--- config.mk ---
export PLATFORM = sky130hd
export DESIGN_NAME = irq_vector_arbiter
export DESIGN_NICKNAME = d
export VERILOG_FILES = /design/src/rtl/irq_arb_pkg.sv /design/src/rtl/irq_src_bank.sv /design/src/rtl/irq_pend_sampler.sv /design/src/rtl/irq_vec_select.sv /design/src/rtl/irq_vector_arbiter.sv
export SDC_FILE = /design/constraint.sdc
export NUM_CORES = 1
export LEC_CHECK = 0
export BUFFER_PORTS_ARGS = -buffer_cell sky130_fd_sc_hd__buf_2
export CAP_MARGIN = 20
export CORE_MARGIN = 2
export CORE_UTILIZATION = 50
export CTS_CLUSTER_SIZE = 12
export DETAILED_ROUTE_END_ITERATION = 10
export PLACE_DENSITY = 0.87
export SYNTH_ARGS = -nofsm -noshare
export SYNTH_HDL_FRONTEND = slang
export SYNTH_SLANG_ARGS = --single-unit
--- constraint.sdc ---
create_clock -name clk -period 3.6 [get_ports clk]
set_input_delay 0.54 -clock clk [delete_from_list [all_inputs] [get_ports clk]]
set_output_delay 0.54 -clock clk [all_outputs]
set_load 0.005 [all_outputs]
--- src/rtl/irq_arb_pkg.sv ---
package irq_arb_pkg;
  localparam int NUM_SRC   = 3;
  localparam int SRC_TIMER = 0;
  localparam int SRC_IRQ1  = 1;
  localparam int SRC_IRQ2  = 2;
  localparam int SEL_W     = $clog2(NUM_SRC + 2);

  typedef logic [NUM_SRC-1:0] src_vec_t;

  // Decision outcome; software break listed separately from hardware sources
  typedef enum logic [SEL_W-1:0] {
    PICK_NONE  = 3'd0,
    PICK_TIMER = 3'd1,
    PICK_IRQ1  = 3'd2,
    PICK_IRQ2  = 3'd3,
    PICK_BRK   = 3'd4
  } pick_t;
endpackage

--- src/rtl/irq_src_bank.sv ---
module irq_src_bank
  import irq_arb_pkg::*;
(
  input  logic     clk,
  input  logic     rst_n,
  input  src_vec_t set_i,
  input  src_vec_t clr_i,
  input  logic     mask_we_i,
  input  src_vec_t mask_wdata_i,
  output src_vec_t req_now_o,
  output src_vec_t req_live_o
);
  src_vec_t act_q;
  src_vec_t act_nx;
  src_vec_t mask_q;

  for (genvar g = 0; g < NUM_SRC; g++) begin : g_src
    // clear beats set on the same cycle
    assign act_nx[g] = (act_q[g] | set_i[g]) & ~clr_i[g];

    always_ff @(posedge clk or negedge rst_n) begin
      if (!rst_n) begin
        act_q[g]  <= 1'b0;
        mask_q[g] <= 1'b0;
      end else begin
        act_q[g] <= act_nx[g];
        if (mask_we_i) mask_q[g] <= mask_wdata_i[g];
      end
    end

    assign req_now_o[g]  = act_q[g] & ~mask_q[g];
    assign req_live_o[g] = act_nx[g] & ~mask_q[g];
  end
endmodule

--- src/rtl/irq_pend_sampler.sv ---
module irq_pend_sampler
  import irq_arb_pkg::*;
(
  input  logic     clk,
  input  logic     rst_n,
  input  logic     iflag_i,
  input  src_vec_t req_now_i,
  output src_vec_t pend_q_o,
  output logic     iflag_prev_o
);
  src_vec_t pend_q;
  logic     iflag_q;

  always_ff @(posedge clk or negedge rst_n) begin
    if (!rst_n) begin
      pend_q  <= '0;
      iflag_q <= 1'b1;
    end else begin
      pend_q  <= iflag_i ? '0 : req_now_i;
      iflag_q <= iflag_i;
    end
  end

  assign pend_q_o     = pend_q;
  assign iflag_prev_o = iflag_q;
endmodule

--- src/rtl/irq_vec_select.sv ---
module irq_vec_select
  import irq_arb_pkg::*;
#(
  parameter int                VEC_W     = 16,
  parameter logic [VEC_W-1:0]  TIMER_VEC = 16'hFFFA,
  parameter logic [VEC_W-1:0]  IRQ1_VEC  = 16'hFFF8,
  parameter logic [VEC_W-1:0]  IRQ2_VEC  = 16'hFFF6
)(
  input  logic             instr_end_i,
  input  logic             brk_i,
  input  logic             iflag_prev_i,
  input  src_vec_t         req_live_i,
  input  src_vec_t         pend_i,
  output logic             take_o,
  output logic [VEC_W-1:0] vec_o,
  output pick_t            pick_o
);
  logic  timer_ok;
  pick_t hw_pick;
  pick_t pick;

  assign timer_ok = ~iflag_prev_i & req_live_i[SRC_TIMER];

  // Latched sources: scan downward so the lowest index is assigned last
  always_comb begin
    hw_pick = PICK_NONE;
    for (int k = NUM_SRC - 1; k > SRC_TIMER; k--) begin
      if (pend_i[k]) hw_pick = (k == SRC_IRQ1) ? PICK_IRQ1 : PICK_IRQ2;
    end
    if (timer_ok) hw_pick = PICK_TIMER;
  end

  always_comb begin
    pick = PICK_NONE;
    if (instr_end_i) pick = brk_i ? PICK_BRK : hw_pick;
  end

  always_comb begin
    unique case (pick)
      PICK_TIMER: vec_o = TIMER_VEC;
      PICK_IRQ1:  vec_o = IRQ1_VEC;
      PICK_IRQ2,
      PICK_BRK:   vec_o = IRQ2_VEC;
      default:    vec_o = '0;
    endcase
  end

  assign take_o = (pick != PICK_NONE);
  assign pick_o = pick;
endmodule

--- src/rtl/irq_vector_arbiter.sv ---
module irq_vector_arbiter
  import irq_arb_pkg::*;
#(
  parameter int               VEC_W     = 16,
  parameter logic [VEC_W-1:0] TIMER_VEC = 16'hFFFA,
  parameter logic [VEC_W-1:0] IRQ1_VEC  = 16'hFFF8,
  parameter logic [VEC_W-1:0] IRQ2_VEC  = 16'hFFF6
)(
  input  logic             clk,
  input  logic             rst_n,
  input  logic [2:0]       src_set,
  input  logic [2:0]       src_clr,
  input  logic             mask_we,
  input  logic [2:0]       mask_wdata,
  input  logic             cpu_iflag,
  input  logic             instr_end,
  input  logic             brk_req,
  output logic             take_irq,
  output logic [VEC_W-1:0] vector,
  output logic             clr_dec_flag,
  output logic             clr_mem_flag,
  output logic             set_iflag
);
  src_vec_t         req_now;
  src_vec_t         req_live;
  src_vec_t         pend;
  logic             iflag_prev;
  logic             take;
  logic [VEC_W-1:0] sel_vec;
  logic [VEC_W-1:0] vec_q;
  pick_t            pick;

  irq_src_bank u_bank (
    .clk          (clk),
    .rst_n        (rst_n),
    .set_i        (src_set),
    .clr_i        (src_clr),
    .mask_we_i    (mask_we),
    .mask_wdata_i (mask_wdata),
    .req_now_o    (req_now),
    .req_live_o   (req_live)
  );

  irq_pend_sampler u_pend (
    .clk          (clk),
    .rst_n        (rst_n),
    .iflag_i      (cpu_iflag),
    .req_now_i    (req_now),
    .pend_q_o     (pend),
    .iflag_prev_o (iflag_prev)
  );

  irq_vec_select #(
    .VEC_W     (VEC_W),
    .TIMER_VEC (TIMER_VEC),
    .IRQ1_VEC  (IRQ1_VEC),
    .IRQ2_VEC  (IRQ2_VEC)
  ) u_sel (
    .instr_end_i  (instr_end),
    .brk_i        (brk_req),
    .iflag_prev_i (iflag_prev),
    .req_live_i   (req_live),
    .pend_i       (pend),
    .take_o       (take),
    .vec_o        (sel_vec),
    .pick_o       (pick)
  );

  always_ff @(posedge clk or negedge rst_n) begin
    if (!rst_n)    vec_q <= '0;
    else if (take) vec_q <= sel_vec;
  end

  assign vector       = take ? sel_vec : vec_q;
  assign take_irq     = take;
  assign clr_dec_flag = take;
  assign clr_mem_flag = take;
  assign set_iflag    = take;

  logic unused_ok;
  assign unused_ok = ^pick;
endmodule

# Word-level counts from Yosys, hierarchy flattened
# Index checks and enable logic that the tools add are counted.
# totals
output_inout_bits,20
reg_bits,26
elab_cells,41
# classes
mux,8
eq_ne,4
reduce_logical,2
bitwise_logic,18
# ops
operator,n
16-bit case mux with 3 select lines,1
16-bit 2-to-1 mux,1
3-bit 2-to-1 mux,3
1-bit bitwise AND,8
1-bit inverter,7
"3-bit by 2-bit equality test with 1-bit output, second input constant",2
2-bit 2-to-1 mux,3
"3-bit by 1-bit equality test with 1-bit output, second input constant",1
"3-bit equality test, second input constant",1
1-bit bitwise OR,3
3-bit nonzero test,1
2-bit OR reduction,1

# Logic depth before layout (Yosys ltp)
# logic_depth
depth_word,11
depth_mapped,4
ltp_nobuf,4

# Modules after synthesis
# From an unflattened synthesis, not the netlist that was laid out.
# unflattened
hier_cells,93
hier_area_um2,1229.9
# by_module_without_submodules
mod,seq_area_each_um2,area_each_um2,instances,cells_per_inst
irq_vector_arbiter,400.4,671.9,1,37
irq_src_bank,150.1,240.2,1,21
irq_vec_select,0.0,197.7,1,28
irq_pend_sampler,101.3,120.1,1,7

# Worst setup path before layout
# OpenSTA, ideal clock, no wires.
# synth_path
path_type,input-to-output
from,in src_clr[0]
to,out vector[10]
path_slack_ns,1.700
arrival_time_ns,1.360
required_time_ns,3.060
cell_stages,4
n_path_buf,1
cell_sequence,o21bai_1 > o41ai_2 > buf_6 > or2_1
# synth_via
elab_cells_between_ends,15
# synth_rtl
item,line,source
"start, declared",irq_vector_arbiter.sv:12,"input logic [2:0] src_clr,"
1-bit inverter,irq_src_bank.sv:19,assign act_nx[g] = (act_q[g] | set_i[g]) & ~clr_i[g];
1-bit bitwise AND,irq_src_bank.sv:19,
1-bit bitwise AND,irq_src_bank.sv:32,assign req_live_o[g] = act_nx[g] & ~mask_q[g];
1-bit bitwise AND,irq_vec_select.sv:22,assign timer_ok = ~iflag_prev_i & req_live_i[SRC_TIMER];
2-bit 2-to-1 mux,irq_vec_select.sv:30,if (timer_ok) hw_pick = PICK_TIMER;
3-bit 2-to-1 mux (2 in series),irq_vec_select.sv:35,if (instr_end_i) pick = brk_i ? PICK_BRK : hw_pick;
3-bit nonzero test,irq_vec_select.sv:48,assign take_o = (pick != PICK_NONE);
named net clr_dec_flag,irq_vector_arbiter.sv:20,"output logic clr_dec_flag,"
16-bit 2-to-1 mux,irq_vector_arbiter.sv:74,assign vector = take ? sel_vec : vec_q;
"end, declared",irq_vector_arbiter.sv:19,"output logic [VEC_W-1:0] vector,"
# The timed path passes the listed nets, and every way through them passes these cells.

# Worst setup path after layout
# layout_path
from,"reg u_pend.pend_q[1], in the netlist u_pend.pend_q_o[1]"
to,out vector[5]
# layout_via
elab_chain_cells,8
elab_cells_between_ends,12
# layout_rtl
item,line,source
"start, declared",irq_pend_sampler.sv:11,src_vec_t pend_q;
"start signal, assigned",irq_pend_sampler.sv:19,pend_q <= iflag_i ? '0 : req_now_i;
2-bit 2-to-1 mux (*),irq_vec_select.sv:28,if (pend_i[k]) hw_pick = (k == SRC_IRQ1) ? PICK_IRQ1 : PICK_IRQ2;
2-bit 2-to-1 mux (*),irq_vec_select.sv:30,
3-bit 2-to-1 mux (*) (2 in series),irq_vec_select.sv:35,
3-bit by 2-bit equality test with 1-bit output or 3-bit equality test (tied branches),irq_vec_select.sv:39,unique case (pick)
2-bit OR reduction,irq_vec_select.sv:39,
16-bit case mux with 3 select lines,irq_vec_select.sv:39,
16-bit 2-to-1 mux (*),irq_vector_arbiter.sv:74,
# Every way passes the cells marked *; elsewhere a longest branch is shown, timed or not.

==> impl_metrics.ini <==
[placed_design]
dp_cells = 124
io_buffers = 34
place_hpwl_mm = 1.152
pre_cts_ws_ps = 1397
gp_congestion = 0.8694

[routing]
via_per_inst = 4.609
routed_wl_mm = 1.501
drc = 0
antenna_left = 0
vias = 590
first_iter_violations = 5
routedWlPerCell_um = 11.73
firstDrtPassIters = 4

[outcome]
status = complete, no violations

[synth]
yosys-top-cells-count = 24 x dfrtp_1, 9 x or2_1, 7 x nor2_1
yosysMostFrequentCell = dfrtp_1
synth_largest_area_cell = dfrtp_1
syn_nets = 83
synthArstFlopShare = 1.000
syn_avg_cell_area_um2 = 13.45
synth_area_leaders = dfrtp_1 66%, or2_1 6.2%, mux2_2 3.7%
netlist_area_um2 = 914.6
yosysWarningCount = 0
synth-seq-cells = 25
synth-main-ff-cell = dfrtp_1
synth-edff-count = 0
seq_area_frac_synth = 0.6854
synth_cell_types = 21
synth_top_area_frac = 0.6566
synthCells = 68

[cells_and_area]
final_cells = 128
drive_above_1_share = 0.4757
layout.nets = 119
diodes = 0
area_growth_pct = 22.16

[die]
io_pins = 35
coreArea_um2 = 1727
die_h_um = 46.77
rows = 15
dieArea_um2 = 2187
die_w_um = 46.77
start_util = 0.5297

[power_and_ir_drop]
p_leak_uw = 0.0004804
fin_total_pwr_uw = 464.0
peakVddDrop_v = 0.0002330
cellPowerDensity_nw_per_um2 = 415.3

[global_routing]
grt_pass1_wl_mm = 2.415
grt_max_degree = 26
grt_antenna_before_repair = 0
grt.total_usage = 0.1638
grt.overflow.total = 0
grt_pass1_vias = 593

[clocking]
insertion_delay_ps = 310
cts_max_level = 1
cts_resized = 0
cts_buffers = 3
clkSinkCount = 25
path_clk_slew_ps = 120
cts_max_path_buffers = 2
holdBufCountCts = 0
post_cts_buffers = 0
clockRootBuffer = clkbuf_4
cts_tree = built

[timing]
hold_viol_final = 0
fmax_mhz = 435.1
worst_pin_slew_ps = 516.9
worst_hold_slack_ps = 186.5
fin_ws_ps = 1302
rsz0062_at_grt = false
setup-tns-final_ps = 0
relSlewSlack = 0.6554
drv_slew = 0
setup_viol = 0
skew_ps = 6.887
period_needed_ps = 2298
fin_crit_sh = 0.6384

[worst_hold_path]
hold_path_class = in2async

[flow_run]
maxCapViolations = 0

[worst_setup_path]
cp_max_fo = 17
path_class = reg2out
arrival_ps = 1760
crit_required_ps = 3060
critPathLaunchType = flip-flop
cp-end-kind = output pin
-- worst max-delay path, stage by stage (launching register included) --
cell     delay [ps]
dfrtp_1         420
o31ai_1         310
o41ai_2         120
buf_4           190
or2_2           290
buf_2           130
-- layer usage --
layer	routed length [um]	vias to the layer above	GRT usage
li1	-	294	-
met1	660	271	0.1985
met2	764	23	0.2630
met3	56	2	0.03462
met4	19	0	0.1111
met5	0	-	0
-- through the flow --
stage	utilization	area [um2]
2_1_floorplan	-	914.6
3_3_place_gp	0.6312	1090
3_5_place_dp	0.6312	1090
4_1_cts	0.6471	1117
5_1_grt	0.6471	1117
6_report	0.6471	1117
-- path summary, 6_finish.rpt --
path / startpoint / end / slack, ps / cells past startpoint
setup / recovery: u_pend.pend_q_o[1] / vector[5] / 1300 / 5
hold reg to reg: u_bank.mask_q[1] / u_pend.pend_q_o[1] / 440 / 1
max in group asynchronous: rst_n / u_pend.iflag_prev_o / 3050 / 1
min in group clk: cpu_iflag / u_pend.iflag_prev_o / 350 / 1
hold / removal: rst_n / vec_q[15] / 190 / 1
setup reg to reg: u_pend.pend_q_o[1] / vec_q[5] / 2170 / 4
-- state kept, by name (all words and copies together) (netlist names) --
| name | flops |
|---|---|
| u_pend.pend_q_o | 2 |
| u_pend.iflag_prev_o | 1 |
| u_bank.mask_q | 3 |
| vec_q | 16 |
| u_bank.act_q | 3 |
-- where the power goes --
group / total, uW / internal (uW) / switching (uW)
sequential: 299 / 293 / 6.49
clock: 116 / 41.4 / 74.8
combinational: 48.6 / 23.6 / 24.9
-- cells in the final DEF (no fill, tap or decap), drive strengths merged --
cell,n
o32a,1
mux2,3
o31ai,1
o41ai,1
buf,35
nor2b,1
or2b,1
o21bai,2
clkbuf,3
o21ai,2
a21oi,2
dfrtp,24
or2,12
nor2,7
o21a,1
dfstp,1
clkinv,1
nor3,1
inv,2
nor3b,2
-- cell families after synthesis --
logic type | count (synthesis) | share of synthesized area
flip-flops | 25 | 0.6854
buffers and inverters | 6 | 0.04513
AND/OR/NAND/NOR | 24 | 0.1477
multiplexers | 3 | 0.03693
AO/OA/AOI/OAI | 10 | 0.08482
-- layout make-up --
class                   count  area [um2]
repair buffers             35       177.7
inverters                   2       7.507
clock inverters             1       5.005
flip-flops and latches     25       626.9
clock buffers               3       22.52
fillers                   140       609.3
well taps                  25       31.28
multi-input cells          37       246.5
Note: power is estimated with default switching activity, not from simulation.
